## src/rtl/arbPkg.sv

```systemverilog
package arbPkg;
  typedef enum logic {LEFT_WINS = 1'b0, RIGHT_WINS = 1'b1} winnerT;

  // datapath -> control: what happened on the ports this cycle
  typedef struct packed {
    logic match;
    logic leftMoved;
    logic rightMoved;
  } senseT;

  // control -> datapath: the arbitration decision
  typedef struct packed {
    logic leftBusy;
    logic rightBusy;
  } strobeT;
endpackage

```

## src/rtl/arbControl.sv

```systemverilog
module arbControl
  import arbPkg::*;
(
  input  logic   clk,
  input  logic   rstN,
  input  senseT  sense,
  output strobeT strobes
);
  winnerT winnerQ;
  winnerT winnerNow;

  always_comb begin
    winnerNow = winnerQ;
    if (sense.match) begin
      unique case ({sense.leftMoved, sense.rightMoved})
        2'b10:   winnerNow = RIGHT_WINS;  // left arrived later
        2'b01:   winnerNow = LEFT_WINS;   // right arrived later
        2'b11:   winnerNow = LEFT_WINS;   // same-cycle tie
        default: winnerNow = winnerQ;     // nobody moved: hold
      endcase
    end
  end

  always_ff @(posedge clk or negedge rstN) begin
    if (!rstN) winnerQ <= LEFT_WINS;
    else       winnerQ <= winnerNow;
  end

  assign strobes.leftBusy  = sense.match && (winnerNow == RIGHT_WINS);
  assign strobes.rightBusy = sense.match && (winnerNow == LEFT_WINS);

  assert_busy_exclusive_R5: assert property (@(posedge clk) disable iff (!rstN)
    !(strobes.leftBusy && strobes.rightBusy));

  assert_idle_without_match_R2: assert property (@(posedge clk) disable iff (!rstN)
    !sense.match |-> (!strobes.leftBusy && !strobes.rightBusy));

  assert_tie_left_wins_R4: assert property (@(posedge clk) disable iff (!rstN)
    (sense.match && sense.leftMoved && sense.rightMoved) |-> strobes.rightBusy);

  assert_hold_when_stable_R9: assert property (@(posedge clk) disable iff (!rstN)
    (sense.match && !sense.leftMoved && !sense.rightMoved)
      |-> (strobes.leftBusy == $past(strobes.leftBusy)));

  assert_late_port_busy_R3: assert property (@(posedge clk) disable iff (!rstN)
    (sense.match && sense.leftMoved && !sense.rightMoved) |-> strobes.leftBusy);
endmodule

```

## src/rtl/arbDatapath.sv

```systemverilog
module arbDatapath
  import arbPkg::*;
#(
  parameter int ADDR_W = 19,
  parameter int CMP_W  = 18,
  parameter int PORTS  = 2
) (
  input  logic              clk,
  input  logic              rstN,
  input  logic              masterMode,
  input  logic [PORTS-1:0]  enN,
  input  logic [PORTS-1:0]  en,
  input  logic [ADDR_W-1:0] addr [PORTS],
  input  logic [PORTS-1:0]  wrN,
  input  logic [PORTS-1:0]  busyIn,
  input  strobeT            strobes,
  output senseT             sense,
  output logic [PORTS-1:0]  busyOut,
  output logic [PORTS-1:0]  wrGateN
);
  logic [PORTS-1:0]  portOn;
  logic [PORTS-1:0]  prevOn;
  logic [PORTS-1:0]  moved;
  logic [ADDR_W-1:0] prevAddr [PORTS];
  logic [CMP_W-1:0]  cmpAddr  [PORTS];
  logic [PORTS-1:0]  ownBusy;
  logic [PORTS-1:0]  block;

  assign ownBusy = {strobes.rightBusy, strobes.leftBusy};

  for (genvar p = 0; p < PORTS; p++) begin : g_port
    assign portOn[p]  = !enN[p] && en[p];
    assign cmpAddr[p] = addr[p][CMP_W-1:0];

    always_ff @(posedge clk or negedge rstN) begin
      if (!rstN) begin
        prevOn[p]   <= 1'b0;
        prevAddr[p] <= '0;
      end else begin
        prevOn[p]   <= portOn[p];
        prevAddr[p] <= addr[p];
      end
    end

    // a port arrives when it becomes enabled or any address pin changes
    assign moved[p]   = portOn[p] && (!prevOn[p] || (prevAddr[p] != addr[p]));
    assign block[p]   = masterMode ? ownBusy[p] : busyIn[p];
    assign busyOut[p] = masterMode && ownBusy[p];
    assign wrGateN[p] = wrN[p] || block[p];
  end

  assign sense.match      = portOn[0] && portOn[1] && (cmpAddr[0] == cmpAddr[1]);
  assign sense.leftMoved  = moved[0];
  assign sense.rightMoved = moved[1];

  assert_busy_write_blocked_R6: assert property (@(posedge clk) disable iff (!rstN)
    (masterMode && busyOut[0]) |-> wrGateN[0]);

  assert_slave_outputs_quiet_R7: assert property (@(posedge clk) disable iff (!rstN)
    !masterMode |-> (busyOut == '0));

  assert_disabled_no_busy_R1: assert property (@(posedge clk) disable iff (!rstN)
    (!portOn[0] || !portOn[1]) |-> (busyOut == '0));
endmodule

```

## src/rtl/collisionArbiter.sv

```systemverilog
module collisionArbiter
  import arbPkg::*;
#(
  parameter int ADDR_W = 19,
  parameter int CMP_W  = 18
) (
  input  logic              clk,
  input  logic              rstN,
  input  logic              masterMode,
  input  logic              leftEnN,
  input  logic              leftEn,
  input  logic [ADDR_W-1:0] leftAddr,
  input  logic              leftWrN,
  input  logic              rightEnN,
  input  logic              rightEn,
  input  logic [ADDR_W-1:0] rightAddr,
  input  logic              rightWrN,
  input  logic              leftBusyIn,
  input  logic              rightBusyIn,
  output logic              leftBusyOut,
  output logic              rightBusyOut,
  output logic              leftWrGateN,
  output logic              rightWrGateN
);
  localparam int PORTS = 2;

  senseT             sense;
  strobeT            strobes;
  logic [ADDR_W-1:0] addrArr [PORTS];
  logic [PORTS-1:0]  busyOutVec;
  logic [PORTS-1:0]  wrGateVec;

  assign addrArr[0] = leftAddr;
  assign addrArr[1] = rightAddr;

  arbDatapath #(.ADDR_W(ADDR_W), .CMP_W(CMP_W), .PORTS(PORTS)) u_dp (
    .clk        (clk),
    .rstN       (rstN),
    .masterMode (masterMode),
    .enN        ({rightEnN, leftEnN}),
    .en         ({rightEn, leftEn}),
    .addr       (addrArr),
    .wrN        ({rightWrN, leftWrN}),
    .busyIn     ({rightBusyIn, leftBusyIn}),
    .strobes    (strobes),
    .sense      (sense),
    .busyOut    (busyOutVec),
    .wrGateN    (wrGateVec)
  );

  arbControl u_ctl (
    .clk     (clk),
    .rstN    (rstN),
    .sense   (sense),
    .strobes (strobes)
  );

  assign leftBusyOut  = busyOutVec[0];
  assign rightBusyOut = busyOutVec[1];
  assign leftWrGateN  = wrGateVec[0];
  assign rightWrGateN = wrGateVec[1];
endmodule

```

## config.mk

```make
export PLATFORM = sky130hd
export DESIGN_NAME = collisionArbiter
export DESIGN_NICKNAME = d
export VERILOG_FILES = /design/src/rtl/arbPkg.sv /design/src/rtl/arbControl.sv /design/src/rtl/arbDatapath.sv /design/src/rtl/collisionArbiter.sv
export SDC_FILE = /design/constraint.sdc
export NUM_CORES = 1
export LEC_CHECK = 0
export BUFFER_PORTS_ARGS = -buffer_cell sky130_fd_sc_hd__buf_2
export CAP_MARGIN = 25
export CORE_AREA = 5 5 77 79
export CTS_BUF_LIST = sky130_fd_sc_hd__clkbuf_4 sky130_fd_sc_hd__clkbuf_8 sky130_fd_sc_hd__clkbuf_16
export CTS_CLUSTER_SIZE = 28
export DETAILED_ROUTE_END_ITERATION = 8
export DIE_AREA = 0 0 82 84
export PLACE_DENSITY_LB_ADDON = 0.08
export SLEW_MARGIN = 20
export SYNTH_ARGS = -nofsm -noshare
export SYNTH_HDL_FRONTEND = slang
export SYNTH_HIERARCHICAL = 1
export SYNTH_SLANG_ARGS = --single-unit
```

## constraint.sdc

```tcl
create_clock -name clk -period 4.76 [get_ports clk]
set_input_delay 0.238 -clock clk [delete_from_list [all_inputs] [get_ports clk]]
set_output_delay 0.238 -clock clk [all_outputs]
set_load 0.02 [all_outputs]
```

### Word-level counts from Yosys, hierarchy flattened

Index checks and enable logic that the tools add are counted.

* equality and inequality tests: 6
* multiplexer cells: 4
* bitwise logic cells: 1
* reductions and logical operators: 19

Operator list (number)
* $ne 19x19->1: 2
* $eq 18x18->1: 1
* $logic_and 1x1->1: 10
* $eq 2x2->1 const B: 2
* $logic_not 1->1: 4
* $logic_or 1x1->1: 4
* $mux 1: 3
* $eq 2x1->1 const B: 1
* $pmux 1 s2: 1
* $reduce_or 2->1: 1
* $not 1->1: 1

* register bits after elaboration: 41
* input port bits: 49
* output and inout bits: 4
* word-level logic and storage cells: 35

### Logic depth before layout (Yosys ltp)

* depth after elaboration: 11
* depth in mapped cells: 8
* gate-level depth less buffers: 8

### Modules after synthesis

The synthesis kept the hierarchy.

Modules (own cells, without submodules)
* arbDatapath: instances 1, cells an instance 124, area each 1669.1 µm², sequential area each 1001.0 µm²
* arbControl: instances 1, cells an instance 7, area each 56.3 µm², sequential area each 25.0 µm²

### Least setup slack after synthesis

Ideal clock, no wire load.

* path kind: reg2out
* start point: register u_dp/prevAddr[1] (netlist name)
* end point: output port rightWrGateN
* data arrival time: 1.986 ns
* data required time: 4.522 ns
* setup slack: 2.536 ns
* cell stages (with the launch flop): 9
* buffers on the path: 0
* cell sequence: dfrtp_1 > xor2_1 > nor4_1 > nand3_1 > o31a_1 > o21bai_1 > and2_1 > and2_1 > a211o_1

RTL lines
* start, declared: RTL line arbDatapath.sv:24 `logic [ADDR_W-1:0] prevAddr [PORTS];`
* start signal, assigned by index: RTL line arbDatapath.sv:41 `prevAddr[p] <= addr[p];`
* end, declared: RTL line collisionArbiter.sv:23 `output logic rightWrGateN`

==> flow_metrics.tcl <==
set metrics [dict create \
    status "finished, final reports clean" \
    wl_met2_mm 1.83 \
    required_ps 4520 \
    gp_congestion 0.753 \
    cp-start-kind "flop" \
    fin_skew_ps 7.73 \
    dp_hpwl_mm 2.96 \
    vias_per_cell 4.39 \
    synthArstFlopShare_pct 100 \
    cts.reportedPaths.clkPinSlew_ps 80 \
    finalSetupViolations 0 \
    yosysTopAreaCellShare_pct 59.5 \
    die_w_um 82 \
    drt_wl_total_mm 3.77 \
    fmax_mhz 361 \
    synth_cell_types 15 \
    wl_per_cell_um 14.2 \
    cp_cell_sequence "xor2_1 > nor4_1 > nand3_1 > o31a_1 > o21bai_1 > and2_1 > and2_1 > a211o_1 > buf_2" \
    synth_flop_cell "dfrtp_1" \
    tightest_slew_ps 541 \
    cts.repair.resized 0 \
    yosysWarnings 6 \
    numCtsBuffers 5 \
    htreeDepth 2 \
    slowest_delay_ps 380 \
    crit_top_cell "and2_1" \
    vias 1164 \
    nets 241 \
    synth_area_leader_cell "dfrtp_1" \
    vdd_drop_max_mv 0.156 \
    worstPathArrival_ps 2530 \
    critPathKind "reg -> out" \
    grt_first_pass_wirelength_mm 6.06 \
    finalSetupTns_ps 0 \
    top_layer_used "met4" \
    synth.area.top_cells "dfrtp_1 (59%), xor2_1 (18%), xnor2_1 (10%)" \
    ys_ff_latch 41 \
    syn-mean-instance-area_sq_um 13.2 \
    antenna_found_initial 0 \
    p_leak_nw 1.00 \
    cp_max_fo 2 \
    port_buffers 52 \
    cts_tree "yes" \
    dr_wl_met3_um 186 \
    worstSetupEndpointType "primary output" \
    ys_top_cells_by_count "dfrtp_1 (41), xor2_1 (36), xnor2_1 (20)" \
    drive_above_1_share_pct 31.6 \
    hold_violations 0 \
    grt-ovfl-total 0 \
    drc_errors 0 \
    clockBufferDepth 2 \
    wl_met1_mm 1.70 \
    fin_crit_sh_pct 58.1 \
    firstDrtPassIters 4 \
    grt_pass1_vias 1275 \
    synth.most_common_cell "dfrtp_1" \
    multiInputGateArea_sq_um 692 \
    crit_slowest_cell "dfrtp_1" \
    fill_cells 550 \
    num_io_pins 53 \
    grtUsageTotal_pct 11.7 \
    relSlewSlack_pct 63.6 \
    p_total_w 0.000756 \
    drt_iter0_markers 29 \
    min_path_type "in -> reg" \
    antennaDiodeCount 0 \
    mappedNetlistNets 180 \
    dieArea_sq_um 6890 \
    clock_sinks 41 \
    core_area_sq_um 5270 \
    seq_area_sq_um 1030 \
    drv_slew 0 \
    core.rowCount 27 \
    areaGrowthSynthToFinish_pct 29.0 \
    synth_area_sq_um 1730 \
    min_period_ps 2770 \
    clock-root-buffer "clkbuf_8" \
    power_density_nw_per_um2 340 \
    grt_max_degree 42 \
    maxCapViolations 0 \
    synth-edff-count 0 \
    yosysSeqAreaShare_pct 59.5 \
    start_util_pct 32.7 \
    die_y_um 84 \
    synthCells 131 \
    ant_nets 0 \
    rsz0062_at_grt "false" \
    worstSkewPairLatency_ps 290 \
]
layer usage:
layer / global-route usage, % / vias up
met3: 3.13 / 6
li1: - / 561
met2: 17.3 / 35
met4: 4.98 / 0
met1: 15.9 / 562
met5: 0 / -
flip-flops by register name, indices dropped and copies added, names as in the netlist:
signal and cells:
u_ctl/winnerQ 1, u_dp/prevAddr 38, u_dp/prevOn 2
cell type report:
class	instances	area share, %
inverters	2	0.337
repair buffers	54	13.0
clock buffers	6	3.71
well taps	72	4.05
flip-flops and latches	41	46.1
multi-input cells	88	31.1
clock inverters	2	1.69
power by group:
part / switching (W) / internal (W) / total [W]
sequential: 0.00000734 / 0.000365 / 0.000373
combinational: 0.0000479 / 0.0000447 / 0.0000926
clock: 0.000120 / 0.000171 / 0.000291
total: 0.000176 / 0.000580 / 0.000756
what timing repair did:
item                       4_1_cts  5_1_grt
hold endpoints to repair         0       13
hold buffers                     0        1
setup endpoints to repair        0        0
setup buffers                    0        0
cells in the final DEF (no fill, tap or decap):
cell type,n
clkbuf_8,6
o31a_1,2
dlygate4sd3_1,1
buf_12,1
nand3_1,3
xor2_1,36
clkinvlp_4,1
dfrtp_1,41
nor3_1,1
xnor2_1,20
a21oi_1,2
nor4_1,9
and2_1,3
buf_2,52
bufinv_16,1
o21bai_1,1
inv_1,2
nor2_1,1
nand4_1,6
a211o_1,2
nor2b_1,2
metrics by stage:
step	hold WS (ps)	instance area (sq um)	utilization (%)	cells	setup slack (ps)
after global placement	373	2080	39.4	255	2320
final	70.1	2230	42.2	265	1990
after detailed placement	374	2080	39.4	255	2290
after CTS	60.8	2200	41.7	263	1980
after global routing	59.1	2230	42.2	265	1820
after floorplan	-57.6	1730	-	131	2540
cells by family after synthesis:
family,Yosys count,share of synthesized area [%]
buffers and inverters,2,0.435
AO/OA/AOI/OAI,7,3.05
AND/OR/NAND/NOR,25,8.63
flip-flops,41,59.5
XOR/XNOR,56,28.4
worst max-delay path: cells and delay by family, from the launching register on:
family,cells,cell delay (ps)
AO/OA/AOI/OAI,3,700
XOR/XNOR,1,150
buffers and inverters,1,160
flip-flops,1,380
AND/OR/NAND/NOR,4,840
worst paths after layout:
kind                                             startpoint                          end  slack [ps]  cells past startpoint
min in group asynchronous                              rstN  u_dp/prevAddr[14]$_DFF_PN0_         380                      2
worst min register to register      u_ctl/winnerQ$_DFF_PN0_      u_ctl/winnerQ$_DFF_PN0_         540                      2
max in group asynchronous                              rstN  u_dp/prevAddr[23]$_DFF_PN0_        3920                      3
worst max-delay path             u_dp/prevAddr[1]$_DFF_PN0_                 rightWrGateN        1990                      9
worst min-delay path                           leftAddr[18]  u_dp/prevAddr[37]$_DFF_PN0_          70                      1
worst max register to register  u_dp/prevAddr[23]$_DFF_PN0_      u_ctl/winnerQ$_DFF_PN0_        3080                      6
(Power assumes the default switching activity.)
